[src/rtl/rrns_pkg.sv]
package rrns_pkg;

  localparam int NCH = 6;

  typedef enum logic {
    OP_ADD = 1'b0,
    OP_MUL = 1'b1
  } rrns_op_e;

  // Channel moduli: information channels first, check channels last.
  function automatic int ch_mod(input int idx);
    case (idx)
      0:       return 199;
      1:       return 233;
      2:       return 194;
      3:       return 239;
      4:       return 251;
      default: return 509;
    endcase
  endfunction

  function automatic int ch_width(input int idx);
    return $clog2(ch_mod(idx));
  endfunction

  function automatic int ch_offset(input int idx);
    int acc;
    acc = 0;
    for (int k = 0; k < idx; k++) acc += ch_width(k);
    return acc;
  endfunction

  localparam int VEC_W = ch_offset(NCH);

endpackage

[src/rtl/rrns_modred.sv]
// Constant-modulus reduction: multiply by a precomputed reciprocal, then
// apply at most two correcting subtractions.
module rrns_modred #(
  parameter int M  = 199,
  parameter int XW = 16
) (
  input  logic [XW-1:0]          x,
  output logic [$clog2(M)-1:0]   r
);

  localparam int MW = $clog2(M);
  localparam int K  = XW + MW;
  localparam int PW = XW + K + 1;
  localparam logic [PW-1:0] RECIP = PW'((64'd1 << K) / 64'(M));
  localparam logic [PW-1:0] MODW  = PW'(M);

  logic [PW-1:0] prod;
  logic [PW-1:0] quo;
  logic [PW-1:0] rem;
  logic          unused_hi;

  always_comb begin
    prod = PW'(x) * RECIP;
    quo  = prod >> K;
    rem  = PW'(x) - quo * MODW;
    if (rem >= MODW) rem = rem - MODW;
    if (rem >= MODW) rem = rem - MODW;
  end

  assign r         = rem[MW-1:0];
  assign unused_hi = ^rem[PW-1:MW];

endmodule

[src/rtl/rrns_vpipe.sv]
// Valid shift register; exposes the enable of every data stage.
module rrns_vpipe #(
  parameter int STAGES = 2
) (
  input  logic              clk,
  input  logic              rst,
  input  logic              vin,
  output logic [STAGES-1:0] stage_en,
  output logic              vout
);

  logic [STAGES-1:0] v_q;

  always_ff @(posedge clk) begin
    if (rst) v_q <= '0;
    else     v_q <= {v_q[STAGES-2 >= 0 ? STAGES-2 : 0 : 0], vin} & {STAGES{1'b1}};
  end

  assign stage_en[0] = vin;
  generate
    for (genvar k = 1; k < STAGES; k++) begin : g_en
      assign stage_en[k] = v_q[k-1];
    end
  endgenerate

  assign vout = v_q[STAGES-1];

endmodule

[src/rtl/rrns_lane.sv]
// One residue channel: fold operands, add or multiply, reduce, register.
module rrns_lane
  import rrns_pkg::*;
#(
  parameter int M      = 199,
  parameter int STAGES = 2
) (
  input  logic                  clk,
  input  logic                  rst,
  input  logic [STAGES-1:0]     stage_en,
  input  logic                  op,
  input  logic [$clog2(M)-1:0]  a,
  input  logic [$clog2(M)-1:0]  b,
  output logic [$clog2(M)-1:0]  y
);

  localparam int MW = $clog2(M);
  localparam int RW = 2 * MW;

  logic [MW-1:0] a_red, b_red, res;
  logic [RW-1:0] raw;

  rrns_modred #(.M(M), .XW(MW)) u_fold_a (.x(a), .r(a_red));
  rrns_modred #(.M(M), .XW(MW)) u_fold_b (.x(b), .r(b_red));

  always_comb begin
    if (op == OP_MUL) raw = RW'(a_red) * RW'(b_red);
    else              raw = RW'(a_red) + RW'(b_red);
  end

  generate
    if (STAGES >= 2) begin : g_two
      logic [RW-1:0] raw_q;
      always_ff @(posedge clk) begin
        if (rst)              raw_q <= '0;
        else if (stage_en[0]) raw_q <= raw;
      end
      rrns_modred #(.M(M), .XW(RW)) u_final (.x(raw_q), .r(res));
    end else begin : g_one
      rrns_modred #(.M(M), .XW(RW)) u_final (.x(raw), .r(res));
    end
  endgenerate

  always_ff @(posedge clk) begin
    if (rst)                     y <= '0;
    else if (stage_en[STAGES-1]) y <= res;
  end

endmodule

[src/rtl/rrns_alu.sv]
module rrns_alu
  import rrns_pkg::*;
#(
  parameter int STAGES = 2
) (
  input  logic             clk,
  input  logic             rst,
  input  logic             in_valid,
  input  logic             op,
  input  logic [VEC_W-1:0] a,
  input  logic [VEC_W-1:0] b,
  output logic             out_valid,
  output logic [VEC_W-1:0] y
);

  logic [STAGES-1:0] stage_en;

  rrns_vpipe #(.STAGES(STAGES)) u_vpipe (
    .clk      (clk),
    .rst      (rst),
    .vin      (in_valid),
    .stage_en (stage_en),
    .vout     (out_valid)
  );

  generate
    for (genvar g = 0; g < NCH; g++) begin : g_ch
      localparam int OF = ch_offset(g);
      localparam int W  = ch_width(g);
      rrns_lane #(.M(ch_mod(g)), .STAGES(STAGES)) u_lane (
        .clk      (clk),
        .rst      (rst),
        .stage_en (stage_en),
        .op       (op),
        .a        (a[OF +: W]),
        .b        (b[OF +: W]),
        .y        (y[OF +: W])
      );
    end
  endgenerate

endmodule

[config.mk]
export PLATFORM = sky130hd
export DESIGN_NAME = rrns_alu
export DESIGN_NICKNAME = d
export VERILOG_FILES = /design/src/rtl/rrns_pkg.sv /design/src/rtl/rrns_modred.sv /design/src/rtl/rrns_vpipe.sv /design/src/rtl/rrns_lane.sv /design/src/rtl/rrns_alu.sv
export SDC_FILE = /design/constraint.sdc
export NUM_CORES = 2
export LEC_CHECK = 0
export ABC_AREA = 1
export CAP_MARGIN = 20
export CORE_AREA = 8 8 308 460
export CTS_CLUSTER_DIAMETER = 40
export CTS_CLUSTER_SIZE = 28
export DETAILED_ROUTE_END_ITERATION = 7
export DIE_AREA = 0 0 316 468
export PLACE_DENSITY = 0.72
export SETUP_SLACK_MARGIN = 0.4
export SLEW_MARGIN = 10
export SYNTH_ARGS = -nofsm -noshare
export SYNTH_HDL_FRONTEND = slang
export SYNTH_SLANG_ARGS = --single-unit
[constraint.sdc]
create_clock -name clk -period 21.4 [get_ports clk]
set_clock_uncertainty 0.05 [all_clocks]
set_input_delay 5.35 -clock clk [delete_from_list [all_inputs] [get_ports clk]]
set_output_delay 5.35 -clock clk [all_outputs]
set_load 0.01 [all_outputs]
Word level (Yosys, flattened, before mapping)
Cells that the tools add are included.

Register bits: 149. Output and inout port bits: 50. Word-level logic and storage cells: 193.

$add $sub $neg: 60. $mul: 42. $lt $le $gt $ge: 36. Muxes and demuxes: 42.

Operators by type and width (count): $ge A25 B8 Y1 const B (20); $ge A41 B8 Y1 const B (10); $mux W25 (10); $mux W41 (5); $mul A8 B9 Y17 const B (8); $mul A16 B17 Y33 const B (4); $mux W8 (15); $sub A8 B8 Y8 const B (15); $ge A28 B9 Y1 const B (4); $sub A10 B9 Y11 const B (10); $sub A8 B9 Y10 (10); $sub A18 B9 Y19 const B (5); $ge A46 B9 Y1 const B (2); $sub A16 B17 Y18 (5); $mul A8 B8 Y16 (5); $mux W16 (5); $mul A1 B8 Y9 const B (8); $mul A9 B8 Y17 const B (4); $mux W28 (2); $mux W46 (1); $add A8 B8 Y9 (5); $mul A9 B10 Y19 const B (2); $mul A18 B19 Y37 const B (1); $mul A8 B8 Y16 const B (2); 14 further kinds (22).

Logic depth before layout (Yosys ltp)
Depth after elaboration: 9. Depth in mapped cells: 74. Mapped depth without buffers: 74.

Modules after synthesis
A second synthesis with hierarchy kept.

Cell total of the unflattened synthesis: 12457. Area, all modules: 86548.0 sq um.

By module, submodules not included: rrns_lane at g_ch[0].u_lane ... (instances 5, cells an instance 532, area an instance 3553.4 sq um, seq. area each 480.5 sq um); rrns_modred at g_ch[0].u_lane.g_two.u_final (instances 1, cells an instance 1066, area an instance 8069.0 sq um, seq. area each 0.0 sq um); rrns_modred at g_ch[3].u_lane.g_two.u_final (instances 1, cells an instance 1041, area an instance 7678.6 sq um, seq. area each 0.0 sq um); rrns_modred at g_ch[1].u_lane.g_two.u_final (instances 1, cells an instance 1015, area an instance 7429.6 sq um, seq. area each 0.0 sq um); rrns_modred at g_ch[5].u_lane.g_two.u_final (instances 1, cells an instance 979, area an instance 7184.4 sq um, seq. area each 0.0 sq um); rrns_modred at g_ch[4].u_lane.g_two.u_final (instances 1, cells an instance 999, area an instance 7139.3 sq um, seq. area each 0.0 sq um); rrns_modred at g_ch[2].u_lane.g_two.u_final (instances 1, cells an instance 871, area an instance 6371.1 sq um, seq. area each 0.0 sq um); rrns_lane at g_ch[5].u_lane (instances 1, cells an instance 651, area an instance 4351.7 sq um, seq. area each 540.5 sq um); rrns_modred at g_ch[0].u_lane.u_fold_a ... (instances 2, cells an instance 289, area an instance 1903.1 sq um, seq. area each 0.0 sq um); rrns_modred at g_ch[5].u_lane.u_fold_a ... (instances 2, cells an instance 295, area an instance 1794.2 sq um, seq. area each 0.0 sq um); rrns_modred at g_ch[1].u_lane.u_fold_a ... (instances 2, cells an instance 266, area an instance 1785.5 sq um, seq. area each 0.0 sq um); rrns_modred at g_ch[3].u_lane.u_fold_a ... (instances 2, cells an instance 250, area an instance 1676.6 sq um, seq. area each 0.0 sq um); rrns_modred at g_ch[4].u_lane.u_fold_a ... (instances 2, cells an instance 255, area an instance 1517.7 sq um, seq. area each 0.0 sq um); rrns_modred at g_ch[2].u_lane.u_fold_b (instances 1, cells an instance 228, area an instance 1572.8 sq um, seq. area each 0.0 sq um); +2 rows.

Worst setup path before layout
Ideal clock, no wire load.

Path type: input to register. From: input port b[2]. To: register g_ch[0].u_lane.g_two.raw_q[15]. Library setup time: 0.132 ns. Data arrival time: 15.112 ns. Setup slack: 6.106 ns. Stages: 60. Buffers on the path: 0. Cell sequence: ha_1 inv_1 fa_1 inv_1 ha_1 ha_1 a31o_2 a21oi_1 o21ai_0 a21o_1 a21oi_1 o21ai_0 xor2_1 inv_1 ha_1 fa_1 or2_2 nand2_1 [24 not listed] o31ai_1 inv_1 nor2_1 nor2_1 inv_1 a21oi_1 nor2_1 nor2_1 o21ai_0 inv_1 nor2_1 o21ai_0 nand2_1 a21oi_1 o21bai_1 a21oi_1 o21ai_0 a21oi_1.

Cells in the longest elaborated chain, start to end: 9. Elaborated cells between the ends (all ways): 11. Those cells by class: 3 x add/sub; 3 x mul; 2 x order compare; 3 x mux.

Ends and longest elaborated chain: start, declared (RTL line rrns_alu.sv:11) `input logic [VEC_W-1:0] b,`; $mul A8 B9 Y17 (RTL line rrns_modred.sv:23) `prod = PW'(x) * RECIP;`; $mul A1 B8 Y9 (RTL line rrns_modred.sv:25) `rem = PW'(x) - quo * MODW;`; $sub A8 B9 Y10 (*) (RTL line rrns_modred.sv:25); $ge A25 B8 Y1 or $sub A10 B9 Y11 (tied branches) (RTL line rrns_modred.sv:26) `if (rem >= MODW) rem = rem - MODW;`; $mux W25 (*) (RTL line rrns_modred.sv:26); $ge A25 B8 Y1 or $sub A8 B8 Y8 (tied branches) (RTL line rrns_modred.sv:27) `if (rem >= MODW) rem = rem - MODW;`; $mux W8 (*) (RTL line rrns_modred.sv:27); $mul A8 B8 Y16 (*) (RTL line rrns_lane.sv:27) `if (op == OP_MUL) raw = RW'(a_red) * RW'(b_red);`; $mux W16 (*) (RTL line rrns_lane.sv:27); end signal, assigned (RTL line rrns_lane.sv:36) `else if (stage_en[0]) raw_q <= raw;`; end, declared (RTL line rrns_lane.sv:33) `logic [RW-1:0] raw_q;`.

Mark *: on every way between the ends. The rest lies on a longest branch, timed or not. A chain may end at the register's enable or synchronous reset.

Worst setup path after layout
From: input port b[5]. To: register g_ch[0].u_lane.g_two.raw_q[15].

The elaborated chain is that of the path after synthesis.

==> results.cfg <==
[floorplan]
die_w_microns = 316
top_level_ports = 152
design.die.area_sq_um = 147900
start_util_pct = 54.54
floorplan.die.height_microns = 468
floorplan_row_count = 166
design.core.area_sq_um = 135200

[sta]
clock.fmax_ghz = 0.06069
timing.final.crit_share_pct = 76.99
finalHoldViolations = 0
totalNegativeSetupSlack_ns = 0
layout_min_cycle_time_ns = 16.48
grt_setup_unrepaired = false
final_max_slew_viol_count = 0
worst_pin_slew_ns = 1.018
maxSlewHeadroom_pct = 32.16
timing.final.setup_violations = 0

[synthesis]
synth_edf_count = 0
ys_dominant_reg_cell = dfxtp_1
synth.net_count = 12420
syn-instance-count = 9730
post_synth_num_cell_types = 79
synth-seq-cells = 149
synth_async_sr_flop_share_pct = 0
seq_area_frac_synth_pct = 4.045
synth_area_sq_um = 73740
average_cell_area_after_synthesis_sq_um = 7.579
yosys_warnings = 0

[detailed_routing]
vias_per_cell = 5.158
antenna_violating_nets_post_route = 0
detail_route.wl_per_cell_microns = 13.81
detailed_route_wl_microns = 160500
drt_first_iter_violations = 2340
drtPass1Iterations = 7
route.vias.total = 59930
drc = 0

[layout]
drive_above_1_share_pct = 3.318
syn2layout_area_growth_pct = 5.472
fillers = 12520
design.final.nets = 12540
layout_commonest_cell = inv_1
final_cell_mix = inv_1 (2,476), ha_1 (1,815), nand2_1 (1,500)
diodes = 0

[critical_path]
worstReg2RegStart = g_ch[4].u_lane.g_two.raw_q[5]
cp_max_fo = 10
r2r_setup_slack_ns = 9.20
worst_ep_arrival_time_ns = 16.79
endpoint_kind = flip-flop
cp.required_ns = 21.72
worstSetupEndpoint = g_ch[0].u_lane.g_two.raw_q[15]
crit_path_frequent_cell = inv_1
timing_worst_setup_path_type = primary input to flip-flop
slowest_delay_ns = 0.56
r2r.worst_path.cells = 56
crit_slowest_cell = fa_1
cp-start-kind = primary input
regToRegEndpoint = g_ch[4].u_lane.y[6]
crit_path_start = b[5]

[clock_tree]
cts_made_buffers = 17
clk_path_buf_depth = 2
post_cts.repair.setup_buffers = 0
cts_tree = done
clk-insertion-delay-late_ns = 0.52
clk_transition_reported_paths_ns = 0.08
cts.repair.resized = 0
clock_tree.htree_level_count = 4
cts_num_sinks = 149
cts-hold-fix-buffers = 0
root_buffer = clkbuf_16

[global_route]
grt.total_usage_pct = 22.12
grt_max_degree = 80
number_of_global_route_vias_before_repair = 62360
number_of_antenna_violations_at_the_first_check_in_global_routing = 0
grt.overflow.total = 0
wire_length_of_the_first_global_routing_pass_microns = 279200

[place]
gp_weighted_congestion = 0.9054
dp_wirelength_microns = 143100
io_buffer_count = 151

[run]
timing.max_cap.violations = 0

[status]
outcome = finished clean

[worst_hold_path]
hold_class = flip-flop to flip-flop
## critical path: cells and delay by family
kind | cells | cell delay [ns]
AO/OA/AOI/OAI | 16 | 2.06
XOR/XNOR | 4 | 1.37
adder cells (fa/ha/maj) | 13 | 4.82
buffers and inverters | 10 | 1.12
AND/OR/NAND/NOR | 18 | 2.01
## cells by family (layout without fill, tap and decap cells)
kind of cell	count (synthesis)	after routing	synth area share (%)
multiplexers	1	1	0.01357
AND/OR/NAND/NOR	2825	2825	16.35
buffers and inverters	2602	2727	13.38
flip-flops	149	149	4.045
AO/OA/AOI/OAI	1109	1109	8.728
adder cells (fa/ha/maj)	2592	2592	51.89
XOR/XNOR	452	452	5.592
## flip-flops by register name (all words and copies together), names as in the netlist
signal	cells
g_ch.u_lane.g_two.raw_q	98
g_ch.u_lane.y	49
u_vpipe.v_q	2
## synthesized netlist by cell type (38+ instances only)
library cell / n / area share [%]
dfxtp_1: 149 / 4.0
fa_1: 777 / 21
xnor2_1: 97 / 1.2
o21ai_0: 259 / 1.8
o21ai_1: 64 / 0.43
nor2_1: 692 / 3.5
ha_1: 1815 / 31
a31oi_1: 60 / 0.51
nand2_1: 1501 / 7.6
xor2_1: 333 / 4.0
nor3_1: 64 / 0.43
o21bai_1: 38 / 0.39
a21oi_1: 470 / 3.2
nand3_1: 274 / 1.9
inv_1: 2477 / 13
or2_2: 42 / 0.36
clkbuf_1: 46 / 0.23
nand4_1: 76 / 0.64
inv_2: 51 / 0.26
## area by class of cell
class | count | area [sq um] | share of cell area, %
flip-flops and latches | 149 | 2984 | 3.837
multi-input cells | 6979 | 60890 | 78.29
inverters | 2534 | 9512 | 12.23
repair buffers | 161 | 1579 | 2.030
clock buffers | 18 | 439.2 | 0.5646
well taps | 1764 | 2207 | 2.838
clock inverters | 14 | 162.7 | 0.2091
## routing by layer
metal / GRT usage [%] / vias to the layer above / wire [microns]
met5: 0 / - / 0
met4: 5.475 / 0 / 3550
met3: 1.985 / 237 / 4888
met2: 41.82 / 882 / 81570
met1: 26.67 / 28140 / 70480
li1: - / 30670 / -
## worst min-delay path by stage
stage                              from             endpoint  slack [ns]  cells past startpoint
CTS                 g_ch[4].u_lane.y[7]  g_ch[4].u_lane.y[7]        0.42                      2
global route        g_ch[2].u_lane.y[2]  g_ch[2].u_lane.y[2]        0.44                      2
finish              g_ch[4].u_lane.y[7]  g_ch[4].u_lane.y[7]        0.42                      2
detailed placement  g_ch[4].u_lane.y[7]  g_ch[4].u_lane.y[7]        0.41                      2
floorplan           g_ch[5].u_lane.y[4]  g_ch[5].u_lane.y[4]        0.44                      2
global placement    g_ch[4].u_lane.y[7]  g_ch[4].u_lane.y[7]        0.40                      2
## metrics by stage
step	cells	cell area (sq um)	utilization, %	hold slack (ns)	setup slack [ns]
floorplan	9730	73740	-	0.4384	6.106
global placement	11590	77180	57.08	0.4037	4.524
detailed placement	11590	77180	57.08	0.4056	4.342
CTS	11620	77780	57.52	0.4175	4.930
global route	11620	77780	57.52	0.4390	3.799
finish	11620	77780	57.52	0.4171	4.923
Power is left out: the tool's default activity adds up to more than one toggle a clock period on the data nets, which glitch-free logic cannot reach.
